--- src/rtl/wpe_dp_pkg.sv ---
package wpe_dp_pkg;
    typedef enum logic [1:0] {
        UPD_IDLE   = 2'd0,
        UPD_HASH   = 2'd1,
        UPD_COMMIT = 2'd2
    } upd_state_t;
endpackage

--- src/rtl/wpe_dp_hash.sv ---
module wpe_dp_hash #(
    parameter int PC_W  = 32,
    parameter int IDX_W = 6
) (
    input  logic [PC_W-1:0]  pc,
    input  logic [IDX_W-1:0] hist,
    output logic [IDX_W-1:0] idx
);
    for (genvar b = 0; b < IDX_W; b++) begin : g_bit
        assign idx[b] = pc[b] ^ hist[b];
    end
endmodule

--- src/rtl/wpe_dp_upd_fsm.sv ---
module wpe_dp_upd_fsm
    import wpe_dp_pkg::*;
#(
    parameter int PC_W  = 32,
    parameter int IDX_W = 6,
    parameter int SEQ_W = 9
) (
    input  logic             clk,
    input  logic             rst_n,
    input  logic             up_valid,
    input  logic             up_wpe_seen,
    input  logic             up_kill,
    input  logic             up_is_indirect,
    input  logic [PC_W-1:0]  up_wpe_pc,
    input  logic [IDX_W-1:0] up_wpe_hist,
    input  logic [SEQ_W-1:0] up_wpe_seq,
    input  logic [SEQ_W-1:0] up_br_seq,
    input  logic [PC_W-1:0]  up_br_tgt,
    output logic             up_ready,
    output logic             wr_en,
    output logic             wr_kill,
    output logic [IDX_W-1:0] wr_idx,
    output logic [SEQ_W-1:0] wr_dist,
    output logic             wr_tok,
    output logic [PC_W-1:0]  wr_tgt
);
    upd_state_t state_q, state_d;

    logic [PC_W-1:0]  pc_q;
    logic [IDX_W-1:0] hist_q;
    logic [SEQ_W-1:0] wseq_q, bseq_q;
    logic             kill_q, ind_q;
    logic [IDX_W-1:0] hash_idx;
    logic             start;

    assign start = up_valid && up_wpe_seen && (state_q == UPD_IDLE);

    wpe_dp_hash #(.PC_W(PC_W), .IDX_W(IDX_W)) u_hash (
        .pc   (pc_q),
        .hist (hist_q),
        .idx  (hash_idx)
    );

    always_ff @(posedge clk) begin
        if (!rst_n) state_q <= UPD_IDLE;
        else        state_q <= state_d;
    end

    always_comb begin
        state_d = state_q;
        unique case (state_q)
            UPD_IDLE:   if (start) state_d = UPD_HASH;
            UPD_HASH:   state_d = UPD_COMMIT;
            UPD_COMMIT: state_d = UPD_IDLE;
            default:    state_d = UPD_IDLE;
        endcase
    end

    always_comb begin
        up_ready = 1'b0;
        wr_en    = 1'b0;
        unique case (state_q)
            UPD_IDLE:   up_ready = 1'b1;
            UPD_HASH:   ;
            UPD_COMMIT: wr_en = 1'b1;
            default:    ;
        endcase
    end

    always_ff @(posedge clk) begin
        if (start) begin
            pc_q   <= up_wpe_pc;
            hist_q <= up_wpe_hist;
            wseq_q <= up_wpe_seq;
            bseq_q <= up_br_seq;
            kill_q <= up_kill;
            ind_q  <= up_is_indirect;
            wr_tgt <= up_br_tgt;
        end
        if (state_q == UPD_HASH) begin
            wr_idx  <= hash_idx;
            wr_dist <= wseq_q - bseq_q;
            wr_kill <= kill_q;
            wr_tok  <= ind_q;
        end
    end

    AST_COMMIT_ONE_CYCLE: assert property (@(posedge clk) disable iff (!rst_n)
        wr_en |=> !wr_en && up_ready);
    AST_BUSY_AFTER_START: assert property (@(posedge clk) disable iff (!rst_n)
        start |=> !up_ready ##1 !up_ready);
endmodule

--- src/rtl/wpe_dp_table.sv ---
module wpe_dp_table #(
    parameter int PC_W  = 32,
    parameter int IDX_W = 6,
    parameter int SEQ_W = 9
) (
    input  logic             clk,
    input  logic             rst_n,
    input  logic             rd_en,
    input  logic [IDX_W-1:0] rd_idx,
    input  logic             wr_en,
    input  logic             wr_kill,
    input  logic [IDX_W-1:0] wr_idx,
    input  logic [SEQ_W-1:0] wr_dist,
    input  logic             wr_tok,
    input  logic [PC_W-1:0]  wr_tgt,
    output logic             rsp_valid,
    output logic             rsp_hit,
    output logic [SEQ_W-1:0] rsp_dist,
    output logic             rsp_tgt_ok,
    output logic [PC_W-1:0]  rsp_tgt
);
    localparam int DEPTH = 1 << IDX_W;

    logic [DEPTH-1:0] vld_q;
    logic [DEPTH-1:0] tok_q;
    logic [SEQ_W-1:0] dist_q [DEPTH];
    logic [PC_W-1:0]  tgt_q  [DEPTH];
    logic             filled_q;

    always_ff @(posedge clk) begin
        if (!rst_n) begin
            vld_q    <= '0;
            filled_q <= 1'b0;
        end else if (wr_en) begin
            vld_q[wr_idx] <= !wr_kill;
            if (!wr_kill) filled_q <= 1'b1;
        end
    end

    always_ff @(posedge clk) begin
        if (wr_en && !wr_kill) begin
            dist_q[wr_idx] <= wr_dist;
            tok_q[wr_idx]  <= wr_tok;
            tgt_q[wr_idx]  <= wr_tgt;
        end
    end

    always_ff @(posedge clk) begin
        if (!rst_n) begin
            rsp_valid  <= 1'b0;
            rsp_hit    <= 1'b0;
            rsp_dist   <= '0;
            rsp_tgt_ok <= 1'b0;
            rsp_tgt    <= '0;
        end else begin
            rsp_valid  <= rd_en;
            rsp_hit    <= rd_en && vld_q[rd_idx];
            rsp_dist   <= (rd_en && vld_q[rd_idx]) ? dist_q[rd_idx] : '0;
            rsp_tgt_ok <= rd_en && vld_q[rd_idx] && tok_q[rd_idx];
            rsp_tgt    <= (rd_en && vld_q[rd_idx] && tok_q[rd_idx]) ? tgt_q[rd_idx] : '0;
        end
    end

    AST_HIT_NEEDS_FILL: assert property (@(posedge clk) disable iff (!rst_n)
        rsp_hit |-> filled_q);
    AST_MISS_IS_BLANK: assert property (@(posedge clk) disable iff (!rst_n)
        !rsp_hit |-> (rsp_dist == '0) && !rsp_tgt_ok && (rsp_tgt == '0));
    AST_HIT_HAS_RSP: assert property (@(posedge clk) disable iff (!rst_n)
        rsp_hit |-> rsp_valid);
endmodule

--- src/rtl/wpe_dist_pred.sv ---
module wpe_dist_pred #(
    parameter int PC_W  = 32,
    parameter int IDX_W = 6,
    parameter int SEQ_W = 9
) (
    input  logic             clk,
    input  logic             rst_n,
    input  logic             lk_req,
    input  logic [PC_W-1:0]  lk_pc,
    input  logic [IDX_W-1:0] lk_hist,
    output logic             rsp_valid,
    output logic             rsp_hit,
    output logic [SEQ_W-1:0] rsp_dist,
    output logic             rsp_tgt_ok,
    output logic [PC_W-1:0]  rsp_tgt,
    input  logic             up_valid,
    output logic             up_ready,
    input  logic             up_wpe_seen,
    input  logic             up_kill,
    input  logic             up_is_indirect,
    input  logic [PC_W-1:0]  up_wpe_pc,
    input  logic [IDX_W-1:0] up_wpe_hist,
    input  logic [SEQ_W-1:0] up_wpe_seq,
    input  logic [SEQ_W-1:0] up_br_seq,
    input  logic [PC_W-1:0]  up_br_tgt
);
    logic [IDX_W-1:0] rd_idx, wr_idx;
    logic             wr_en, wr_kill, wr_tok;
    logic [SEQ_W-1:0] wr_dist;
    logic [PC_W-1:0]  wr_tgt;

    wpe_dp_hash #(.PC_W(PC_W), .IDX_W(IDX_W)) u_rd_hash (
        .pc   (lk_pc),
        .hist (lk_hist),
        .idx  (rd_idx)
    );

    wpe_dp_upd_fsm #(.PC_W(PC_W), .IDX_W(IDX_W), .SEQ_W(SEQ_W)) u_upd (
        .clk            (clk),
        .rst_n          (rst_n),
        .up_valid       (up_valid),
        .up_wpe_seen    (up_wpe_seen),
        .up_kill        (up_kill),
        .up_is_indirect (up_is_indirect),
        .up_wpe_pc      (up_wpe_pc),
        .up_wpe_hist    (up_wpe_hist),
        .up_wpe_seq     (up_wpe_seq),
        .up_br_seq      (up_br_seq),
        .up_br_tgt      (up_br_tgt),
        .up_ready       (up_ready),
        .wr_en          (wr_en),
        .wr_kill        (wr_kill),
        .wr_idx         (wr_idx),
        .wr_dist        (wr_dist),
        .wr_tok         (wr_tok),
        .wr_tgt         (wr_tgt)
    );

    wpe_dp_table #(.PC_W(PC_W), .IDX_W(IDX_W), .SEQ_W(SEQ_W)) u_tab (
        .clk        (clk),
        .rst_n      (rst_n),
        .rd_en      (lk_req),
        .rd_idx     (rd_idx),
        .wr_en      (wr_en),
        .wr_kill    (wr_kill),
        .wr_idx     (wr_idx),
        .wr_dist    (wr_dist),
        .wr_tok     (wr_tok),
        .wr_tgt     (wr_tgt),
        .rsp_valid  (rsp_valid),
        .rsp_hit    (rsp_hit),
        .rsp_dist   (rsp_dist),
        .rsp_tgt_ok (rsp_tgt_ok),
        .rsp_tgt    (rsp_tgt)
    );

    AST_RSP_FOLLOWS_REQ: assert property (@(posedge clk) disable iff (!rst_n)
        lk_req |=> rsp_valid);
    AST_NO_RSP_IDLE: assert property (@(posedge clk) disable iff (!rst_n)
        !lk_req |=> !rsp_valid);
endmodule

--- config.mk ---
export PLATFORM = sky130hd
export DESIGN_NAME = wpe_dist_pred
export DESIGN_NICKNAME = d
export VERILOG_FILES = /design/src/rtl/wpe_dp_pkg.sv /design/src/rtl/wpe_dp_hash.sv /design/src/rtl/wpe_dp_upd_fsm.sv /design/src/rtl/wpe_dp_table.sv /design/src/rtl/wpe_dist_pred.sv
export SDC_FILE = /design/constraint.sdc
export NUM_CORES = 2
export LEC_CHECK = 0
export CAP_MARGIN = 20
export CORE_MARGIN = 4
export CORE_UTILIZATION = 50
export DETAILED_ROUTE_END_ITERATION = 8
export PLACE_DENSITY = 0.65
export SETUP_SLACK_MARGIN = 0.15
export SLEW_MARGIN = 10
export SYNTH_ARGS = -nofsm -noshare
export SYNTH_HDL_FRONTEND = slang
export SYNTH_SLANG_ARGS = --single-unit
--- constraint.sdc ---
create_clock -name clk -period 4.6 [get_ports clk]
set_input_delay 0.69 -clock clk [delete_from_list [all_inputs] [get_ports clk]]
set_output_delay 0.69 -clock clk [all_outputs]
set_load 0.03 [all_outputs]
==> impl_results.md <==
* Status: complete, no violations
* Largest net degree at the start of global routing at 89
* Layout cell share with drive strength beyond 1 at between 20 and 25%
* Register area share after synthesis at 77.6%
* Final period util at around four fifths
* Share of the synthesized area in the top cell type at between 70 and 80%
* Die area at 227000 µm²
* Hold Crit Start: up_br_tgt[12]
* Final antenna-violating net count at 0
* CTS H-tree depth at 5
* Hold_buf cts at 0
* Final min period at roughly 3700 ps
* Post-route setup slack at about 900 ps
* Worst hold path class: input port to register
* I/O Pins at 178
* DP Worst Slack at approximately 42 ps
* Worst Tran Pin Value at ~1200 ps
* Residual DRC at 0
* Util after Layout at around 58%
* Initial antenna violation count at 3
* CTS sink count at 2879
* Reg2reg path depth at 4
* Worst Skew at around 47 ps
* WL final at 291 mm
* FP Rows at about 170
* Worst setup path class: register to register
* Drt first pass iters at 6
* Async S/R FF share, synth at 0%
* Register bit total from synthesis at approximately 2900
* Setup TNS at 0 ps
* Clock-pin transition on the worst setup and hold timing paths at ~60 ps
* Global-route wire length before repair at about 420 mm
* Leakage at between 40 and 50 nW
* Die Ht at about 480 µm
* Non-filler cells, final at ~9000
* Worst Path Required at ~5000 ps
* Aggregate global routing overflow at 0
* Largest area contributor in the netlist: edfxtp_1
* Most common cell after layout, fill and taps aside: edfxtp_1
* Slew Limit Headroom at ~22%
* Vias in the first global route at approximately 57000
* Gpl congestion at 0.809
* Peak VDD IR at approximately 390 µV
* Port-buffer cells at roughly 130
* Synth top area cells: edfxtp_1 76%, mux4_2 12%, nand2_1 2.0%
* # Post-CTS Setup Buffers at 0
* Clock buffer depth at 4
* Most frequent cells in the layout: 2769 x edfxtp_1, 607 x mux4_2, 591 x nand2_1, 303 x clkbuf_16, 257 x buf_4
* Layout area overhead at 14.9%
* Reg2reg end: u_tab.tgt_q[35][12]
* Crit. End Element: register
* Post-synthesis cell type count at 60
* F_max at ~0.27 GHz
* Hold endpoint: u_upd.wr_tgt[12]
* Prevailing post-synth register cell: edfxtp_1
* Synth warnings at 0
* Initial DRC Count at 7877
* Total track usage at 25.3%
* Hold Path Cell Cnt at 1
* Placed insts at ~8500
* Number of synthesized flops with an enable pin at about 2800
* Setup slack, reg-to-reg at ~900 ps
* Max Cap Viol at 0
* Critical path startpoint category: register
* CTS tree: built
* Via count at 57538
* Setup-failing EPs final at 0
* Worst hold slack at between 300 and 400 ps
* HPWL after detailed placement at ~150 mm
* RSZ-0062 raised after global routing: no
* CP Data Arrival Time at between 4000 and 5000 ps
* Total CTS buffers at just under 300
* Later-pin clock latency in the skew report at slightly above 900 ps
* Cell count after synthesis at ~5500
* Pwr dens at approximately 440 nW/µm²
* Via density at between 6 and 7
* Post-Synthesis Net Count at between 5000 and 6000
* Fin. Hold Viols at 0
* CORE AREA at 218000 µm²
* Post-DR wirelength/cell at 32.3 µm
* Post-CTS sizing at 0
* Critical Path Fanout Max at 42
* Netlist Area Pre-Place at about 110000 µm²
* Final nets at 6060
* Mean Syn Cell Area at about 20 µm²
* Die width at about 480 µm
* Max Slew Vio Count at 0
* R2r startpoint: u_upd.wr_idx[4]
* Root buf cell: clkbuf_16
* Starting Density at between 50 and 60%
synthesized netlist by cell type (all sizes together), types with 12 or more instances:
cell and number:
inv 16, and3 26, o21ai 14, edfxtp 2769, xor2 12, a311oi 57
buf 161, dfxtp 110, nand3 170, nor2 138, o22ai 35, a211oi 18
o221ai 54, nor4 41, nor3 52, nand4 21, xnor2 12, a21oi 200
nand2 595, mux4 616, mux2i 118, clkbuf 153
registers in the layout, summed over array words and instances, names as in the netlist, 9 cells and up:
signal / count
u_upd.wr_tgt: 32
u_tab.tok_q: 64
u_tab.rsp_tgt: 32
u_tab.rsp_dist: 9
u_tab.dist_q: 576
u_tab.vld_q: 64
u_upd.wr_dist: 9
u_upd.wseq_q: 9
u_tab.tgt_q: 2048
u_upd.bseq_q: 9
final cells by class:
cell class / instances / area, µm²
Timing Repair Buffer: 449 / 4510
Clock inverter: 134 / 1160
Tap cell: 2854 / 3570
Clock buffer: 379 / 7860
Sequential cell: 2879 / 85400
Antenna cell: 2 / 5.00
Inverter: 17 / 63.8
Fill cell: 15732 / 91700
Multi-Input combinational cell: 2276 / 23800
per-stage QoR:
step / power (mW) / cell area [µm²]
after floorplan: 31.9 / 110000
after global placement: 33.5 / 117000
after detailed placement: 33.5 / 117000
after CTS: 56.0 / 126000
after global routing: 57.4 / 126000
final: 55.7 / 126000
how the worst max path moves through the flow:
stage                               start                   to  cells after the start
after floorplan           u_upd.wr_idx[4]  u_tab.dist_q[32][0]                      5
after global placement         lk_hist[0]    u_tab.rsp_tgt[16]                     11
after global routing      u_upd.wr_idx[4]  u_tab.tgt_q[34][12]                      4
final                     u_upd.wr_idx[4]  u_tab.tgt_q[35][12]                      4
after CTS                      lk_hist[0]    u_tab.rsp_tgt[30]                     11
after detailed placement       lk_hist[0]    u_tab.rsp_tgt[16]                     11
kinds of logic (layout without fill, tap and decap cells):
group,count (synthesis),after routing,share of synthesized area (%)
AO/OA/AOI/OAI,441,441,2.67
other,0,2,0
AND/OR/NAND/NOR,1061,1061,4.25
flip-flops,2879,2879,77.6
XOR/XNOR,24,24,0.215
buffers and inverters,331,979,1.33
adder cells (fa/ha/maj),9,9,0.109
multiplexers,741,741,13.8
metal layers:
metal / part of all wire (%) / vias to the layer above / GRT usage (%)
met5: 0 / - / 0
met4: 2.9 / 0 / 7.24
met3: 9.1 / 452 / 3.86
met2: 47 / 3133 / 39.3
met1: 41 / 30614 / 37.9
li1: - / 23339 / -
critical path: stages (launching register included):
cell and delay, ps:
edfxtp_1 500, nor3b_2 890, nand2_1 730, nor2_4 240
buf_4 820
report_power, final:
group	internal (mW)	switching (mW)
registers	28.6	0.0279
logic	1.72	2.56
clock network	13.2	9.54
Note: power is estimated with default switching activity, not from simulation.
